`src/rtl/alu_ccr_pkg.sv`:
```
package alu_ccr_pkg;

    typedef enum logic [4:0] {
        OP_TFR   = 5'd0,
        OP_ADD   = 5'd1,
        OP_ADC   = 5'd2,
        OP_SUB   = 5'd3,
        OP_CMP   = 5'd4,
        OP_AND   = 5'd5,
        OP_OR    = 5'd6,
        OP_XOR   = 5'd7,
        OP_LSL   = 5'd8,
        OP_LSR   = 5'd9,
        OP_ROL   = 5'd10,
        OP_ROR   = 5'd11,
        OP_LOAD  = 5'd12,
        OP_STORE = 5'd13,
        OP_INX   = 5'd14,
        OP_DEX   = 5'd15,
        OP_SETI  = 5'd16,
        OP_CLRI  = 5'd17,
        OP_ABX   = 5'd18
    } op_e;

    // condition-code layout, MSB first
    typedef struct packed {
        logic s;
        logic x;
        logic h;
        logic i;
        logic n;
        logic z;
        logic v;
        logic c;
    } ccr_t;

    // which status flags an operation writes
    typedef struct packed {
        logic c;
        logic v;
        logic z;
        logic n;
        logic h;
    } flag_wr_t;

    // candidate values for the status flags
    typedef struct packed {
        logic c;
        logic v;
        logic z;
        logic n;
        logic h;
    } flag_val_t;

    localparam ccr_t CCR_RESET = '{s: 1'b1, x: 1'b1, h: 1'b0, i: 1'b1,
                                   n: 1'b0, z: 1'b0, v: 1'b0, c: 1'b0};

endpackage

```
`src/rtl/alu_byte_unit.sv`:
```
module alu_byte_unit
    import alu_ccr_pkg::*;
#(
    parameter int DATA_W = 8
) (
    input  op_e               op,
    input  logic [DATA_W-1:0] a,
    input  logic [DATA_W-1:0] b,
    input  logic              cin,
    output logic [DATA_W-1:0] res,
    output logic              res_en,
    output flag_val_t         fval,
    output flag_wr_t          fwr
);
    localparam int HALF_W = DATA_W / 2;
    localparam int MSB    = DATA_W - 1;

    logic [DATA_W:0]   sum_w;
    logic [HALF_W:0]   half_w;
    logic [DATA_W:0]   diff_w;
    logic              add_cin;
    logic              shl_fill;
    logic              shr_fill;
    logic [DATA_W-1:0] r_d;

    always_comb begin
        add_cin  = (op == OP_ADC) ? cin : 1'b0;
        sum_w    = {1'b0, a} + {1'b0, b} + {{DATA_W{1'b0}}, add_cin};
        half_w   = {1'b0, a[HALF_W-1:0]} + {1'b0, b[HALF_W-1:0]}
                 + {{HALF_W{1'b0}}, add_cin};
        diff_w   = {1'b0, a} - {1'b0, b};
        shl_fill = (op == OP_ROL) ? cin : 1'b0;
        shr_fill = (op == OP_ROR) ? cin : 1'b0;
    end

    always_comb begin
        r_d    = a;
        res_en = 1'b0;
        fval   = '0;
        fwr    = '0;
        unique case (op)
            OP_TFR: begin
                r_d    = a;
                res_en = 1'b1;
            end
            OP_ADD, OP_ADC: begin
                r_d    = sum_w[DATA_W-1:0];
                res_en = 1'b1;
                fval.c = sum_w[DATA_W];
                fval.h = half_w[HALF_W];
                fval.v = (a[MSB] == b[MSB]) && (r_d[MSB] != a[MSB]);
                fwr    = '{c: 1'b1, v: 1'b1, z: 1'b1, n: 1'b1, h: 1'b1};
            end
            OP_SUB, OP_CMP: begin
                r_d    = diff_w[DATA_W-1:0];
                res_en = (op == OP_SUB);
                fval.c = diff_w[DATA_W];
                fval.v = (a[MSB] != b[MSB]) && (r_d[MSB] != a[MSB]);
                fwr    = '{c: 1'b1, v: 1'b1, z: 1'b1, n: 1'b1, h: 1'b0};
            end
            OP_AND, OP_OR, OP_XOR, OP_LOAD, OP_STORE: begin
                case (op)
                    OP_AND:  r_d = a & b;
                    OP_OR:   r_d = a | b;
                    OP_XOR:  r_d = a ^ b;
                    default: r_d = a;
                endcase
                res_en = 1'b1;
                fval.v = 1'b0;
                fwr    = '{c: 1'b0, v: 1'b1, z: 1'b1, n: 1'b1, h: 1'b0};
            end
            OP_LSL, OP_ROL: begin
                r_d    = {a[MSB-1:0], shl_fill};
                res_en = 1'b1;
                fval.c = a[MSB];
                fval.v = r_d[MSB] ^ a[MSB];
                fwr    = '{c: 1'b1, v: 1'b1, z: 1'b1, n: 1'b1, h: 1'b0};
            end
            OP_LSR, OP_ROR: begin
                r_d    = {shr_fill, a[MSB:1]};
                res_en = 1'b1;
                fval.c = a[0];
                fval.v = r_d[MSB] ^ a[0];
                fwr    = '{c: 1'b1, v: 1'b1, z: 1'b1, n: 1'b1, h: 1'b0};
            end
            default: begin
                r_d    = a;
                res_en = 1'b0;
            end
        endcase
        fval.z = (r_d == '0);
        fval.n = r_d[MSB];
        res    = r_d;
    end

endmodule

```
`src/rtl/alu_index_unit.sv`:
```
module alu_index_unit
    import alu_ccr_pkg::*;
#(
    parameter int DATA_W = 8,
    parameter int IDX_W  = 16
) (
    input  op_e              op,
    input  logic [IDX_W-1:0] idx_in,
    input  logic [DATA_W-1:0] b,
    output logic [IDX_W-1:0] idx_res,
    output logic             idx_en,
    output logic             z_val,
    output logic             z_wr
);
    localparam int EXT_W = IDX_W - DATA_W;

    logic [IDX_W-1:0] addend;

    always_comb begin
        addend  = '0;
        idx_en  = 1'b1;
        z_wr    = 1'b0;
        case (op)
            OP_INX: begin
                addend = {{(IDX_W-1){1'b0}}, 1'b1};
                z_wr   = 1'b1;
            end
            OP_DEX: begin
                addend = {IDX_W{1'b1}};
                z_wr   = 1'b1;
            end
            OP_ABX: begin
                addend = {{EXT_W{1'b0}}, b};
            end
            default: begin
                idx_en = 1'b0;
            end
        endcase
        idx_res = idx_in + addend;
        z_val   = (idx_res == '0);
    end

endmodule

```
`src/rtl/alu_ccr_reg.sv`:
```
module alu_ccr_reg
    import alu_ccr_pkg::*;
#(
    parameter int DATA_W = 8,
    parameter int IDX_W  = 16
) (
    input  logic              clk,
    input  logic              rst_n,
    input  logic              valid,
    input  op_e               op,
    input  logic [DATA_W-1:0] b_res,
    input  logic              b_res_en,
    input  flag_val_t         fval,
    input  flag_wr_t          fwr,
    input  logic [IDX_W-1:0]  i_res,
    input  logic              i_en,
    input  logic              i_z_val,
    input  logic              i_z_wr,
    output logic [DATA_W-1:0] res_q,
    output logic [IDX_W-1:0]  idx_q,
    output ccr_t              ccr_q
);
    typedef struct packed {
        ccr_t              ccr;
        logic [DATA_W-1:0] res;
        logic [IDX_W-1:0]  idx;
    } state_t;

    state_t st_d, st_q;

    always_comb begin
        st_d = st_q;
        if (valid) begin
            if (b_res_en) st_d.res = b_res;
            if (fwr.c)    st_d.ccr.c = fval.c;
            if (fwr.v)    st_d.ccr.v = fval.v;
            if (fwr.z)    st_d.ccr.z = fval.z;
            if (fwr.n)    st_d.ccr.n = fval.n;
            if (fwr.h)    st_d.ccr.h = fval.h;
            if (i_en)     st_d.idx = i_res;
            if (i_z_wr)   st_d.ccr.z = i_z_val;
            if (op == OP_SETI) st_d.ccr.i = 1'b1;
            if (op == OP_CLRI) st_d.ccr.i = 1'b0;
        end
    end

    always_ff @(posedge clk) begin
        if (!rst_n) begin
            st_q.ccr <= CCR_RESET;
            st_q.res <= '0;
            st_q.idx <= '0;
        end else begin
            st_q <= st_d;
        end
    end

    assign res_q = st_q.res;
    assign idx_q = st_q.idx;
    assign ccr_q = st_q.ccr;

    // compare discards its difference
    a_r4_cmp_keeps_result: assert property (@(posedge clk) disable iff (!rst_n)
        valid && op == OP_CMP |=> $stable(res_q));

    // index step touches only Z, which tracks the 16-bit value
    a_r8_index_z_only: assert property (@(posedge clk) disable iff (!rst_n)
        valid && (op == OP_INX || op == OP_DEX) |=>
            (ccr_q.z == (idx_q == '0)) &&
            $stable({ccr_q.s, ccr_q.x, ccr_q.h, ccr_q.i, ccr_q.n, ccr_q.v, ccr_q.c}));

    // logic/load/store clear V, keep C, Z follows result
    a_r5_logic_clears_v: assert property (@(posedge clk) disable iff (!rst_n)
        valid && (op == OP_AND || op == OP_OR || op == OP_XOR ||
                  op == OP_LOAD || op == OP_STORE) |=>
            !ccr_q.v && $stable(ccr_q.c) && (ccr_q.z == (res_q == '0)));

    // transfer and index add leave all flags alone
    a_r9_transfer_no_flags: assert property (@(posedge clk) disable iff (!rst_n)
        valid && (op == OP_TFR || op == OP_ABX) |=> $stable(ccr_q));

    // idle cycles hold everything
    a_r11_idle_holds: assert property (@(posedge clk) disable iff (!rst_n)
        !valid |=> $stable(ccr_q) && $stable(res_q) && $stable(idx_q));

    // half-carry moves only on additions
    a_r2_h_add_only: assert property (@(posedge clk) disable iff (!rst_n)
        !(valid && (op == OP_ADD || op == OP_ADC)) |=> $stable(ccr_q.h));

endmodule

```
`src/rtl/alu_ccr.sv`:
```
module alu_ccr
    import alu_ccr_pkg::*;
#(
    parameter int DATA_W = 8,
    parameter int IDX_W  = 16,
    parameter int OP_W   = 5
) (
    input  logic              clk,
    input  logic              rst_n,
    input  logic              op_valid,
    input  logic [OP_W-1:0]   op_code,
    input  logic [DATA_W-1:0] opnd_a,
    input  logic [DATA_W-1:0] opnd_b,
    input  logic [IDX_W-1:0]  idx_in,
    input  logic              irq_req,
    output logic [DATA_W-1:0] result,
    output logic [IDX_W-1:0]  idx_out,
    output logic [7:0]        ccr,
    output logic              irq_signal
);
    op_e               op;
    logic [DATA_W-1:0] b_res;
    logic              b_res_en;
    flag_val_t         fval;
    flag_wr_t          fwr;
    logic [IDX_W-1:0]  i_res;
    logic              i_en;
    logic              i_z_val;
    logic              i_z_wr;
    ccr_t              ccr_q;

    assign op = op_e'(op_code);

    alu_byte_unit #(.DATA_W(DATA_W)) u_byte (
        .op     (op),
        .a      (opnd_a),
        .b      (opnd_b),
        .cin    (ccr_q.c),
        .res    (b_res),
        .res_en (b_res_en),
        .fval   (fval),
        .fwr    (fwr)
    );

    alu_index_unit #(.DATA_W(DATA_W), .IDX_W(IDX_W)) u_index (
        .op      (op),
        .idx_in  (idx_in),
        .b       (opnd_b),
        .idx_res (i_res),
        .idx_en  (i_en),
        .z_val   (i_z_val),
        .z_wr    (i_z_wr)
    );

    alu_ccr_reg #(.DATA_W(DATA_W), .IDX_W(IDX_W)) u_reg (
        .clk      (clk),
        .rst_n    (rst_n),
        .valid    (op_valid),
        .op       (op),
        .b_res    (b_res),
        .b_res_en (b_res_en),
        .fval     (fval),
        .fwr      (fwr),
        .i_res    (i_res),
        .i_en     (i_en),
        .i_z_val  (i_z_val),
        .i_z_wr   (i_z_wr),
        .res_q    (result),
        .idx_q    (idx_out),
        .ccr_q    (ccr_q)
    );

    assign ccr        = ccr_q;
    assign irq_signal = irq_req & ~ccr_q.i;

    // after the mask is set no request reaches the core
    a_r10_irq_blocked: assert property (@(posedge clk) disable iff (!rst_n)
        op_valid && op == OP_SETI |=> !irq_signal);

endmodule

```
`config.mk`:
```
export PLATFORM = sky130hd
export DESIGN_NAME = alu_ccr
export DESIGN_NICKNAME = d
export VERILOG_FILES = /design/src/rtl/alu_ccr_pkg.sv /design/src/rtl/alu_byte_unit.sv /design/src/rtl/alu_index_unit.sv /design/src/rtl/alu_ccr_reg.sv /design/src/rtl/alu_ccr.sv
export SDC_FILE = /design/constraint.sdc
export NUM_CORES = 1
export LEC_CHECK = 0
export BUFFER_PORTS_ARGS = -buffer_cell sky130_fd_sc_hd__buf_2
export CORE_MARGIN = 1.5
export CORE_UTILIZATION = 51
export DETAILED_ROUTE_END_ITERATION = 8
export HOLD_SLACK_MARGIN = 0.12
export PLACE_DENSITY = 0.79
export REMOVE_ABC_BUFFERS = 1
export SLEW_MARGIN = 25
export SYNTH_ARGS = -nofsm -noshare
export SYNTH_HDL_FRONTEND = slang
export SYNTH_HIERARCHICAL = 1
export SYNTH_SLANG_ARGS = --single-unit
```
`constraint.sdc`:
```
create_clock -name clk -period 3.85 [get_ports clk]
set_input_delay 0.1925 -clock clk [delete_from_list [all_inputs] [get_ports clk]]
set_output_delay 0.1925 -clock clk [all_outputs]
set_load 0.01 [all_outputs]
```
==> After elaboration in Yosys (flattened, before gate mapping) <==
Cells that the tools add are included.
Widths: inputs -> output; s select.
{ "word_totals": {"ff_bits": 30, "in_bits": 41, "out_inout_bits": 33, "word_cells": 84} }
{ "op_classes": {"addsub": 6, "eq_ne": 22, "mux": 17, "bitwise": 7, "n_reduce_logical": 24} }
{ "op_table": {"columns": ["operator", "count"], "rows": [
  ["$pmux 16 s3", 1],
  ["$eq 5x4->1 const B", 8],
  ["$pmux 8 s5", 1],
  ["$pmux 8 s3", 1],
  ["$eq 5x3->1 const B", 4],
  ["$add 16x16->16", 1],
  ["$logic_not 16->1", 1],
  ["$reduce_and 2->1", 8],
  ["$eq 5x5->1 const B", 3],
  ["$pmux 5 s3", 1],
  ["$reduce_or 12->1", 1],
  ["$eq 5x2->1 const B", 2],
  ["$mux 1", 10],
  ["$reduce_or 2->1", 5],
  ["$add 8x8->9", 1],
  ["$add 9x1->9", 1],
  ["$sub 8x8->9", 1],
  ["$and 8x8->8", 1],
  ["$logic_not 8->1", 1],
  ["$or 8x8->8", 1],
  ["$pmux 1 s4", 2],
  ["$xor 8x8->8", 1],
  ["$reduce_or 6->1", 1],
  ["$add 4x4->5", 1],
  ["13 further kinds", 18]
]} }

==> Logic depth before layout (Yosys ltp) <==
{ "logic_depth": {"word_depth": 7, "depth_mapped": 16, "depth_no_buf": 15} }

==> Hierarchy <==
The synthesis kept the hierarchy.
{ "by_module_without_submodules": {"columns": ["module", "instances", "cells_each", "area_each_um2", "seq_area_each_um2"], "rows": [
  ["alu_byte_unit", 1, 238, 1661.6, 0.0],
  ["alu_ccr_reg", 1, 142, 1192.4, 600.6],
  ["alu_index_unit", 1, 129, 909.6, 0.0],
  ["alu_ccr", 1, 1, 13.8, 0.0]
]} }

==> Least setup slack after synthesis <==
Ideal clock, no wire load.
{ "synth_timing": {"kind": "input to register", "startpoint": "input port op_code[0]", "endpoint": "register, netlist name u_reg/ccr_q[2]", "setup_time_ps": 70, "arrival_time_ps": 3314, "required_time_ps": 3780, "setup_slack_ps": 467, "cell_stages": 15, "path_buffers": 2, "cell_sequence": "buf_2 -> buf_2 -> nor2_1 -> nand2_1 -> fa_1 -> fa_1 -> xor2_1 -> o22ai_1 -> or3_4 -> a2111o_1 -> or4_1 -> nor4_2 -> nand2b_1 -> mux2i_1 -> a21oi_1"} }
{ "synth_lines": {"columns": ["element", "line", "text"], "rows": [
  ["from (decl)", "alu_ccr.sv:11", "input logic [OP_W-1:0] op_code,"]
]} }

==> metrics.cfg <==
[power_and_ir_drop]
leakagePower_nw = 1.97
p_comb_frac = 0.367
sequentialPowerShare = 0.320
p_int_w = 0.000675
pwr-share-clk = 0.313
swShare = 0.337
peakVddDrop_mv = 0.186
p_sw_w = 0.000343
power.total_w = 0.00102
powerDensity_mw_per_mm2 = 238

[logic_synthesis]
synthArstFlopShare = 0
yosys_warnings = 6
synth_ff_type = dfxtp_1
syn_area_per_cell_sq_um = 7.41
syn_area_sq_mm = 0.00378
netlist_instances = 510
synth_most_common_cell = nand2_1
synth.top_cells.by_count = nand2_1 (73), ha_1 (39), nor2_1 (33)
synth_top_area_cell = dfxtp_1
synth-seq-cells = 30
yosys.area.top_type_share = 0.159
ys_seq_area_frac = 0.159
ys_types = 71
synth_edf_count = 0
synthTopCellsByArea = dfxtp_1 (16%), ha_1 (13%), nand2_1 (7.3%), xnor2_1 (4.2%), a21boi_0 (3.8%)

[cts]
ctsHtreeMaxLevel = 2
clock_path_buffers = 2
cts_buffers = 5
clock_sinks = 30
insertion_delay_ps = 280
cts_tree = built
path_clk_slew_ps = 60
cts_root_buf = clkbuf_8
hold_buffers = 0

[timing]
whs_ps = 313
finalSetupViolations = 0
maxSlewHeadroom = 0.522
tightest_slew_ps = 716
max_freq_mhz = 274
period_minus_slack_ps = 3650
finalMaxSlewViolations = 0
finalClockSkew_ps = 1.83
fin_tns_setup_ps = 0
period_share = 0.947
hold_viol = 0
rsz0062_at_grt = no
setup_ws_ps = 202

[worst_setup_path]
crit_path_start_kind = register
cp_max_fo = 3
arrival_ps = 3860
reg2reg_slack_ps = 200
r2r_end = u_reg/ccr_q[2]
cp-end-kind = register
r2r-start = u_reg/ccr_q[0]
ff2ff_path_depth = 14
cp_data_required_time_ps = 4060
critPathKind = reg -> reg

[global_route]
grt_pass1_wl_microns = 18000
grt_pass1_vias = 3863
overflow = 0
antenna_found_initial = 0
grt_max_degree = 31
grt.total_usage = 0.290

[job]
maxCapViolations = 0

[drt]
wl_per_cell_microns = 16.7
ant_nets = 0
avgViaCountPerCell = 6.05
drtPass1Iterations = 7
drcViolationCount = 0
routed_wl_microns = 11100
vias = 4015
dr.first_iter.drc_count = 316

[placement]
dp_hpwl_microns = 8630
place_ws_ps = 192
gp_congestion = 0.927
portBuffers = 71

[floorplanning]
design.core.area_sq_mm = 0.00721
initial_core_util = 0.524
die_w_microns = 89.1
rows = 31
die_area_sq_mm = 0.00793
fp.dieH_microns = 89.1
io_pins = 74

[layout]
nets = 649
final.fill_count = 721
diodes = 0
drive_gt1_frac = 0.179
syn_to_final_growth_pct = 13.0

[min_path]
holdCritPathClass = in -> reg
whs_endpoint = u_reg/ccr_q[4]
holdPathStages = 2
min_from = rst_n

[outcome]
outcome = finished, final reports clean

==> registers in the layout, summed over array words and instances, names as in the netlist <==
| register | count |
|---|---|
| u_reg/idx_q | 16 |
| u_reg/ccr_q | 6 |
| u_reg/res_q | 8 |
==> worst max-delay path, cell delays in order, from the launching register on <==
cell	delay [ps]
dfxtp_1	380
nand2_1	140
nor2_2	120
nand2_1	80
fa_1	420
fa_1	410
xor2_1	150
o22ai_1	90
or3_4	420
a2111o_1	390
or4_1	440
nor4_2	160
nand2b_1	170
mux2i_1	80
a21oi_1	140
==> cells by family after synthesis <==
family / after synthesis / share of synthesized area
muxes: 11 / 0.0295
other: 1 / 0.000993
and+or+nand+nor: 190 / 0.251
DFF: 30 / 0.159
AOI/OAI and AO/OA: 152 / 0.283
adders and majority gates: 43 / 0.150
buffers and inverters: 59 / 0.0709
xor gates and xnor gates: 24 / 0.0556
==> routing by layer <==
layer / track usage / vias to the layer above / wire [microns]
li1: - / 1925 / -
met1: 0.334 / 1865 / 4340
met2: 0.532 / 189 / 5560
met3: 0.0489 / 36 / 879
met4: 0.117 / 0 / 330
met5: 0 / - / 0
==> cell usage in the layout, fill, tap and decap left out, types with 12 or more instances in the layout <==
cell,count
nand2_1,73
buf_2,71
ha_1,39
nor2_1,32
dfxtp_1,30
a21oi_1,27
inv_1,26
o21ai_0,21
a21boi_0,19
nand3_1,19
xnor2_1,18
a21o_1,12
==> metrics by stage <==
step | cell area, sq um | instances | utilization
after global routing | 4270 | 664 | 0.592
final | 4270 | 664 | 0.592
after floorplan | 3610 | 479 | -
after detailed placement | 4150 | 657 | 0.576
after global placement | 4150 | 657 | 0.576
after CTS | 4270 | 664 | 0.591
==> final cells by class <==
class / instances / area [sq um] / area share
clock buffer: 6 / 82.6 / 0.0193
timing repair buffer: 79 / 415 / 0.0973
multi-input combinational: 422 / 2920 / 0.683
tap: 99 / 124 / 0.0290
clock inverter: 1 / 30.0 / 0.00703
sequential: 30 / 601 / 0.141
inverter: 27 / 101 / 0.0237
==> power groups by stage <==
stage / Clock [W] / Combinational [W] / Sequential [W]
6_report: 0.000319 / 0.000374 / 0.000325
3_3_place_gp: 0 / 0.000358 / 0.000332
4_1_cts: 0.000324 / 0.000365 / 0.000325
5_1_grt: 0.000338 / 0.000410 / 0.000326
3_5_place_dp: 0 / 0.000364 / 0.000332
2_1_floorplan: 0 / 0.000226 / 0.000337
==> what timing repair did <==
item | CTS | global route
setup endpoints to repair | 0 | 1
buffers inserted | 0 | 0
endpoints found under the hold margin | 0 | 0
gates resized for setup | 0 | 1
==> worst max path at each step <==
stage | from | depth (start not counted) | to | slack, ps
floorplan | u_reg/ccr_q[0] | 14 | u_reg/ccr_q[2] | 520
global placement | op_code[2] | 14 | u_reg/ccr_q[2] | 280
detailed placement | op_code[2] | 14 | u_reg/ccr_q[2] | 190
CTS | u_reg/ccr_q[0] | 14 | u_reg/ccr_q[2] | 220
global route | u_reg/ccr_q[0] | 14 | u_reg/ccr_q[2] | 6
finish | u_reg/ccr_q[0] | 14 | u_reg/ccr_q[2] | 200
No activity file was read; power rests on OpenSTA's default activity.
